--- src/rtl/env_skew_pkg.sv ---
package env_skew_pkg;

    typedef enum logic [1:0] {
        ST_IDLE = 2'd0,
        ST_RISE = 2'd1,
        ST_HOLD = 2'd2,
        ST_FALL = 2'd3
    } env_state_e;

    localparam int DEF_PERIOD_W = 16;
    localparam int DEF_SKEW_W   = 8;
    localparam int DEF_LEVEL_W  = 12;

endpackage

--- src/rtl/env_seg_split.sv ---
module env_seg_split #(
    parameter int PERIOD_W = env_skew_pkg::DEF_PERIOD_W,
    parameter int SKEW_W   = env_skew_pkg::DEF_SKEW_W
) (
    input  logic [PERIOD_W-1:0] period_i,
    input  logic [SKEW_W-1:0]   skew_i,
    output logic [PERIOD_W-1:0] rise_len_o,
    output logic [PERIOD_W-1:0] fall_len_o
);
    localparam int PROD_W = PERIOD_W + SKEW_W;

    logic [PERIOD_W-1:0] p_eff;
    logic [PROD_W-1:0]   prod;
    logic [PERIOD_W-1:0] r_raw;

    always_comb begin
        p_eff      = (period_i < PERIOD_W'(2)) ? PERIOD_W'(2) : period_i;
        prod       = PROD_W'(p_eff) * PROD_W'(skew_i);
        r_raw      = PERIOD_W'(prod >> SKEW_W);
        rise_len_o = (r_raw == '0) ? PERIOD_W'(1) : r_raw;
        fall_len_o = p_eff - rise_len_o;
    end

endmodule

--- src/rtl/env_ramp.sv ---
module env_ramp
    import env_skew_pkg::*;
#(
    parameter int PERIOD_W = DEF_PERIOD_W,
    parameter int LEVEL_W  = DEF_LEVEL_W
) (
    input  env_state_e          state_i,
    input  logic [PERIOD_W-1:0] cnt_i,
    input  logic [PERIOD_W-1:0] rise_len_i,
    input  logic [PERIOD_W-1:0] fall_len_i,
    input  logic [LEVEL_W-1:0]  base_i,
    output logic [LEVEL_W-1:0]  level_o
);
    localparam int MUL_W = PERIOD_W + LEVEL_W;
    localparam logic [LEVEL_W-1:0] MAXV = '1;

    logic [PERIOD_W-1:0] num;
    logic [PERIOD_W-1:0] den;
    logic [LEVEL_W-1:0]  ramp;

    always_comb begin
        if (state_i == ST_FALL) begin
            num = fall_len_i - cnt_i - PERIOD_W'(1);
            den = fall_len_i;
        end else begin
            num = cnt_i + PERIOD_W'(1);
            den = rise_len_i;
        end
        if (den == '0) den = PERIOD_W'(1);
        ramp = LEVEL_W'((MUL_W'(num) * MUL_W'(MAXV)) / MUL_W'(den));

        unique case (state_i)
            ST_RISE: level_o = (base_i > ramp) ? base_i : ramp;
            ST_HOLD: level_o = MAXV;
            ST_FALL: level_o = ramp;
            default: level_o = '0;
        endcase
    end

endmodule

--- src/rtl/env_seq.sv ---
module env_seq
    import env_skew_pkg::*;
#(
    parameter int PERIOD_W = DEF_PERIOD_W,
    parameter int LEVEL_W  = DEF_LEVEL_W
) (
    input  logic                clk,
    input  logic                rst,
    input  logic                start_i,
    input  logic                restart_i,
    input  logic                hold_i,
    input  logic [PERIOD_W-1:0] rise_in_i,
    input  logic [PERIOD_W-1:0] fall_in_i,
    input  logic [LEVEL_W-1:0]  level_i,
    output env_state_e          state_o,
    output logic [PERIOD_W-1:0] cnt_o,
    output logic [PERIOD_W-1:0] rise_len_o,
    output logic [PERIOD_W-1:0] fall_len_o,
    output logic [LEVEL_W-1:0]  base_o,
    output logic                eor_o,
    output logic                eof_o,
    output logic                half_o
);
    env_state_e          st_q;
    logic [PERIOD_W-1:0] cnt_q;
    logic [PERIOD_W-1:0] rlen_q;
    logic [PERIOD_W-1:0] flen_q;
    logic [LEVEL_W-1:0]  base_q;
    logic                eor_q;
    logic                eof_q;

    always_ff @(posedge clk) begin
        if (rst) begin
            st_q   <= ST_IDLE;
            cnt_q  <= '0;
            rlen_q <= PERIOD_W'(1);
            flen_q <= PERIOD_W'(1);
            base_q <= '0;
            eor_q  <= 1'b0;
            eof_q  <= 1'b1;
        end else if (restart_i || start_i) begin
            st_q   <= ST_RISE;
            cnt_q  <= '0;
            rlen_q <= rise_in_i;
            flen_q <= fall_in_i;
            base_q <= restart_i ? '0 : level_i;
            eor_q  <= 1'b0;
        end else begin
            unique case (st_q)
                ST_RISE: begin
                    if (cnt_q == rlen_q - PERIOD_W'(1)) begin
                        eor_q <= 1'b1;
                        cnt_q <= '0;
                        if (hold_i) begin
                            st_q <= ST_HOLD;
                        end else begin
                            st_q  <= ST_FALL;
                            eof_q <= 1'b0;
                        end
                    end else begin
                        cnt_q <= cnt_q + PERIOD_W'(1);
                    end
                end
                ST_HOLD: begin
                    if (!hold_i) begin
                        st_q  <= ST_FALL;
                        cnt_q <= '0;
                        eof_q <= 1'b0;
                    end
                end
                ST_FALL: begin
                    if (cnt_q == flen_q - PERIOD_W'(1)) begin
                        st_q  <= ST_IDLE;
                        cnt_q <= '0;
                        eof_q <= 1'b1;
                    end else begin
                        cnt_q <= cnt_q + PERIOD_W'(1);
                    end
                end
                default: begin
                    cnt_q <= '0;
                end
            endcase
        end
    end

    always_comb begin
        unique case (st_q)
            ST_RISE: half_o = (cnt_q >= (rlen_q >> 1));
            ST_HOLD: half_o = 1'b1;
            ST_FALL: half_o = (cnt_q < (flen_q >> 1));
            default: half_o = 1'b0;
        endcase
    end

    assign state_o    = st_q;
    assign cnt_o      = cnt_q;
    assign rise_len_o = rlen_q;
    assign fall_len_o = flen_q;
    assign base_o     = base_q;
    assign eor_o      = eor_q;
    assign eof_o      = eof_q;

endmodule

--- src/rtl/env_skew_gen.sv ---
module env_skew_gen
    import env_skew_pkg::*;
#(
    parameter int PERIOD_W = DEF_PERIOD_W,
    parameter int SKEW_W   = DEF_SKEW_W,
    parameter int LEVEL_W  = DEF_LEVEL_W
) (
    input  logic                clk,
    input  logic                rst,
    input  logic [PERIOD_W-1:0] period_i,
    input  logic [SKEW_W-1:0]   skew_i,
    input  logic                start_i,
    input  logic                hold_i,
    input  logic                restart_i,
    output logic [LEVEL_W-1:0]  level_o,
    output logic                eor_o,
    output logic                eof_o,
    output logic                half_o,
    output logic                busy_o
);
    logic [PERIOD_W-1:0] rise_new, fall_new;
    logic [PERIOD_W-1:0] rise_len, fall_len, cnt;
    logic [LEVEL_W-1:0]  base;
    env_state_e          state;

    env_seg_split #(.PERIOD_W(PERIOD_W), .SKEW_W(SKEW_W)) i_split (
        .period_i   (period_i),
        .skew_i     (skew_i),
        .rise_len_o (rise_new),
        .fall_len_o (fall_new)
    );

    env_seq #(.PERIOD_W(PERIOD_W), .LEVEL_W(LEVEL_W)) i_seq (
        .clk        (clk),
        .rst        (rst),
        .start_i    (start_i),
        .restart_i  (restart_i),
        .hold_i     (hold_i),
        .rise_in_i  (rise_new),
        .fall_in_i  (fall_new),
        .level_i    (level_o),
        .state_o    (state),
        .cnt_o      (cnt),
        .rise_len_o (rise_len),
        .fall_len_o (fall_len),
        .base_o     (base),
        .eor_o      (eor_o),
        .eof_o      (eof_o),
        .half_o     (half_o)
    );

    env_ramp #(.PERIOD_W(PERIOD_W), .LEVEL_W(LEVEL_W)) i_ramp (
        .state_i    (state),
        .cnt_i      (cnt),
        .rise_len_i (rise_len),
        .fall_len_i (fall_len),
        .base_i     (base),
        .level_o    (level_o)
    );

    assign busy_o = (state != ST_IDLE);

endmodule

--- config.mk ---
export PLATFORM = sky130hd
export DESIGN_NAME = env_skew_gen
export DESIGN_NICKNAME = d
export VERILOG_FILES = /design/src/rtl/env_skew_pkg.sv /design/src/rtl/env_seg_split.sv /design/src/rtl/env_ramp.sv /design/src/rtl/env_seq.sv /design/src/rtl/env_skew_gen.sv
export SDC_FILE = /design/constraint.sdc
export NUM_CORES = 2
export LEC_CHECK = 0
export ABC_AREA = 1
export BUFFER_PORTS_ARGS = -buffer_cell sky130_fd_sc_hd__buf_4
export CORE_MARGIN = 2
export CORE_UTILIZATION = 53
export CTS_CLUSTER_SIZE = 40
export DETAILED_ROUTE_END_ITERATION = 10
export PLACE_DENSITY = 0.69
export SYNTH_ARGS = -nofsm -noshare
export SYNTH_HDL_FRONTEND = slang
export SYNTH_HIERARCHICAL = 1
export SYNTH_SLANG_ARGS = --single-unit
--- constraint.sdc ---
create_clock -name clk -period 144.7 [get_ports clk]
set_clock_uncertainty 0.2 [all_clocks]
set_input_delay 0 -clock clk [delete_from_list [all_inputs] [get_ports clk]]
set_output_delay 0 -clock clk [all_outputs]
set_load 0.1 [all_outputs]
==> impl_results.rst <==
.. list-table::
   :header-rows: 1

   * - Metric
     - Value
   * - Outcome
     - finished clean
   * - Vias per inst
     - 5.42
   * - Post-Synth Adder-Cell Area
     - 28.9%
   * - Total clock buffers created by CTS
     - 9
   * - DRC violation count after routing
     - 0
   * - Synth area leaders
     - sky130_fd_sc_hd__ha_1 20%, sky130_fd_sc_hd__nand2_1 14%, sky130_fd_sc_hd__inv_1 10%, sky130_fd_sc_hd__fa_1 9.2%, sky130_fd_sc_hd__xor2_1 5.9%
   * - Vias in the first global route
     - 31,229
   * - Core region area
     - 0.0629 sq mm
   * - Min-delay worst type
     - in2reg
   * - Number of synthesized register bits
     - 64
   * - Antenna violations before repair
     - 0
   * - Number of filler cells placed in the layout
     - 6,497
   * - Period utilization
     - 62.9%
   * - Main combinational cell family by area after synthesis
     - simple AND/OR/NAND/NOR gates
   * - Top cell type by total area after synthesis
     - sky130_fd_sc_hd__ha_1
   * - Dpl hpwl
     - 78,500 um
   * - First-pass GRT wire length
     - 158,000 um
   * - Most used standard cell by instance count after synthesis
     - sky130_fd_sc_hd__nand2_1
   * - Drt wl/cell
     - 15.8 um
   * - Maximum clock rate
     - 11.0 MHz
   * - Residual overflow from global routing
     - 0
   * - Number of vias after detailed routing
     - 33,259
   * - Number of detailed-routing iterations run before antenna repair
     - 8
   * - Top fanout value on the critical path
     - 31
   * - Final Max Tran Viols
     - 0
   * - I/O pins
     - 45
   * - Insertion delay to the later sink of the worst-skew pair
     - 0.36 ns
   * - Sequential cell area in the final layout
     - 0.00128 sq mm
   * - RSZ-0062 raised after global routing
     - no
   * - Xor/xnor cell area share of the yosys netlist
     - 9.55%
   * - Clock root buffer master
     - sky130_fd_sc_hd__clkbuf_16
   * - Total die area
     - 0.0653 sq mm
   * - Share of post-route cells with drive strength above 1
     - 6.03%
   * - Total number of yosys warnings
     - 6
   * - H-tree depth reported by CTS
     - 3
   * - Mux share of post-synthesis cell area
     - 0.119%
   * - Avg Inst Size Synth
     - 6.29 sq um
   * - Sort of element at the start of the critical path
     - register
   * - Multi-input combinational cell area
     - 0.0281 sq mm
   * - Post-detailed-route count of antenna-violating nets
     - 0
   * - CTS clk-pin slew, worst paths
     - 0.06 ns
   * - TritonCTS clock tree
     - done
   * - Crit. End Element
     - register
   * - Overall track demand over capacity in global routing
     - 29.1%
   * - Critical Path Slowest Stage Cell
     - sky130_fd_sc_hd__nor2_2
   * - Global placer's final weighted congestion
     - 0.961
   * - Detailed router's first-iteration violation count
     - 2,268
   * - Layout net count
     - 5,995
   * - Post-synthesis to final-layout area growth
     - 4.14%
   * - Netlist area before placement
     - 0.0335 sq mm
   * - Clock tree buffer depth
     - 2
   * - Async S/R FF share, synth
     - 0%
   * - EDFF count, synth
     - 0
   * - Cell family with most CP delay
     - compound AO/OA/AOI/OAI gates
   * - Max-cap violations
     - 0
   * - Synthesized-area fraction occupied by and/or/nand/nor cells
     - 29.2%
   * - Cell row count
     - 92
   * - Hold Worst Slack
     - 0.138 ns
   * - Final routed wirelength across all metal layers
     - 97,200 um
   * - Final core utilization
     - 55.6%
   * - Cell seen most often among critical-path stages
     - sky130_fd_sc_hd__a21oi_1
   * - Starting density of the core
     - 53.3%
   * - Portion of the post-synthesis area used by sequential elements
     - 3.82%
   * - Horizontal die dimension
     - 256 um
   * - Setup TNS
     - 0 ns
   * - Number of sinks driven by the clock tree
     - 64
   * - Synth Net Count
     - 6,038
   * - Critical path start-end classification
     - reg2reg
   * - Final hold violation count
     - 0
   * - Normalized max-slew margin
     - 20.1%
   * - Worst path buffer plus inverter count
     - 94
   * - Number of buffers inserted by post-CTS setup repair
     - 0
   * - Slew at the pin closest to its max-slew limit
     - 1.20 ns
   * - ANT cells
     - 0
   * - Flip-flop cell with the highest count after synthesis
     - sky130_fd_sc_hd__dfxtp_1
   * - Final setup violation count
     - 0
   * - Number of input and output port buffers inserted
     - 44
   * - Worst Path Arrival
     - 91.10 ns
   * - Count of mapped cells out of synthesis
     - 5,328
   * - Proportion of netlist area held by the largest area contributor
     - 19.7%
   * - Synth Area in Compound Gates
     - 15.8%
   * - Period minus WS final
     - 91.00 ns
   * - Maximum number of pins on one net before global-route repair
     - 63
   * - Number of unique standard cell types used by synthesis
     - 73
   * - Resized Gates After CTS
     - 0
   * - Highest cell delay on the worst timing path
     - 0.79 ns
   * - Top post-synthesis cells by count
     - 1,283 x sky130_fd_sc_hd__nand2_1, 909 x sky130_fd_sc_hd__inv_1, 527 x sky130_fd_sc_hd__ha_1, 350 x sky130_fd_sc_hd__o21ai_0, 348 x sky130_fd_sc_hd__a21oi_1
   * - Required time of the worst setup path
     - 144.79 ns
   * - Die Y
     - 256 um
cells by family after synthesis:
kind of cell,count (synthesis)
and+or+nand+nor,2197
buffers and inverters,1081
AOI/OAI and AO/OA,936
adders and majority gates,682
xor gates and xnor gates,364
DFF,64
muxes,4
cells in the final DEF (no fill, tap or decap), types with 38 or more instances in the layout:
cell type	instances
sky130_fd_sc_hd__a21o_1	56
sky130_fd_sc_hd__a21oi_1	348
sky130_fd_sc_hd__buf_4	69
sky130_fd_sc_hd__dfxtp_1	64
sky130_fd_sc_hd__fa_1	154
sky130_fd_sc_hd__ha_1	527
sky130_fd_sc_hd__inv_1	909
sky130_fd_sc_hd__nand2_1	1283
sky130_fd_sc_hd__nand2_2	44
sky130_fd_sc_hd__nand3_1	238
sky130_fd_sc_hd__nand4_1	77
sky130_fd_sc_hd__nor2_1	332
sky130_fd_sc_hd__nor3_1	38
sky130_fd_sc_hd__o21ai_0	350
sky130_fd_sc_hd__xnor2_1	135
sky130_fd_sc_hd__xor2_1	227
worst min-delay path, cell delays in order:
cell	delay, ns
sky130_fd_sc_hd__buf_4	0.14
sky130_fd_sc_hd__nand2_4	0.12
sky130_fd_sc_hd__ha_1	0.15
sky130_fd_sc_hd__inv_1	0.05
sky130_fd_sc_hd__nand2_1	0.08
sky130_fd_sc_hd__o211ai_1	0.09
final cells by class:
type	count	area share [%]
Clock buffer	11	0.695
Clock inverter	5	0.229
Inverter	953	10.3
Multi-Input combinational cell	4183	80.5
Sequential cell	64	3.67
Tap cell	846	3.03
Timing Repair Buffer	74	1.63
flip-flops by register name, indices dropped and copies added (netlist names):
signal / count
i_seq/base_o: 12
i_seq/cnt_o: 16
i_seq/eof_o: 1
i_seq/eor_o: 1
i_seq/fall_len_o: 16
i_seq/rise_len_o: 16
i_seq/state_o: 2
layer usage:
layer  GRT usage (%)  vias to the layer above  routed length [um]
li1                -                    17084                   -
met1            40.1                    15146               45600
met2            48.7                      867               43600
met3            2.48                      162                5180
met4            8.20                        0                2780
met5               0                        -                   0
final timing paths:
kind | startpoint | to | slack, ns | depth (start not counted)
worst min-delay path | period_i[0] | i_seq/fall_len_o[0] | 0.14 | 6
worst min register to register | i_seq/eof_o | i_seq/eof_o | 0.30 | 2
worst max register to register | i_seq/cnt_o[0] | i_seq/base_o[11] | 53.70 | 521
worst max-delay path | i_seq/cnt_o[0] | i_seq/base_o[11] | 53.70 | 521
through the flow:
step	instances	setup slack, ns	cell area (sq um)
floorplan	5328	62.83	33500
global route	6136	42.37	34900
finish	6136	53.70	34900
detailed placement	6115	55.37	34500
CTS	6136	54.67	34900
global placement	6115	58.46	34500
timing repair:
action                                  4_1_cts  5_1_grt
endpoints found under the setup margin        0        0
hold buffers                                  5        0
hold endpoints to repair                     16        0
Power is not shown: default switching activity piles up to over one toggle a cycle in this logic, so the estimate is an artifact.
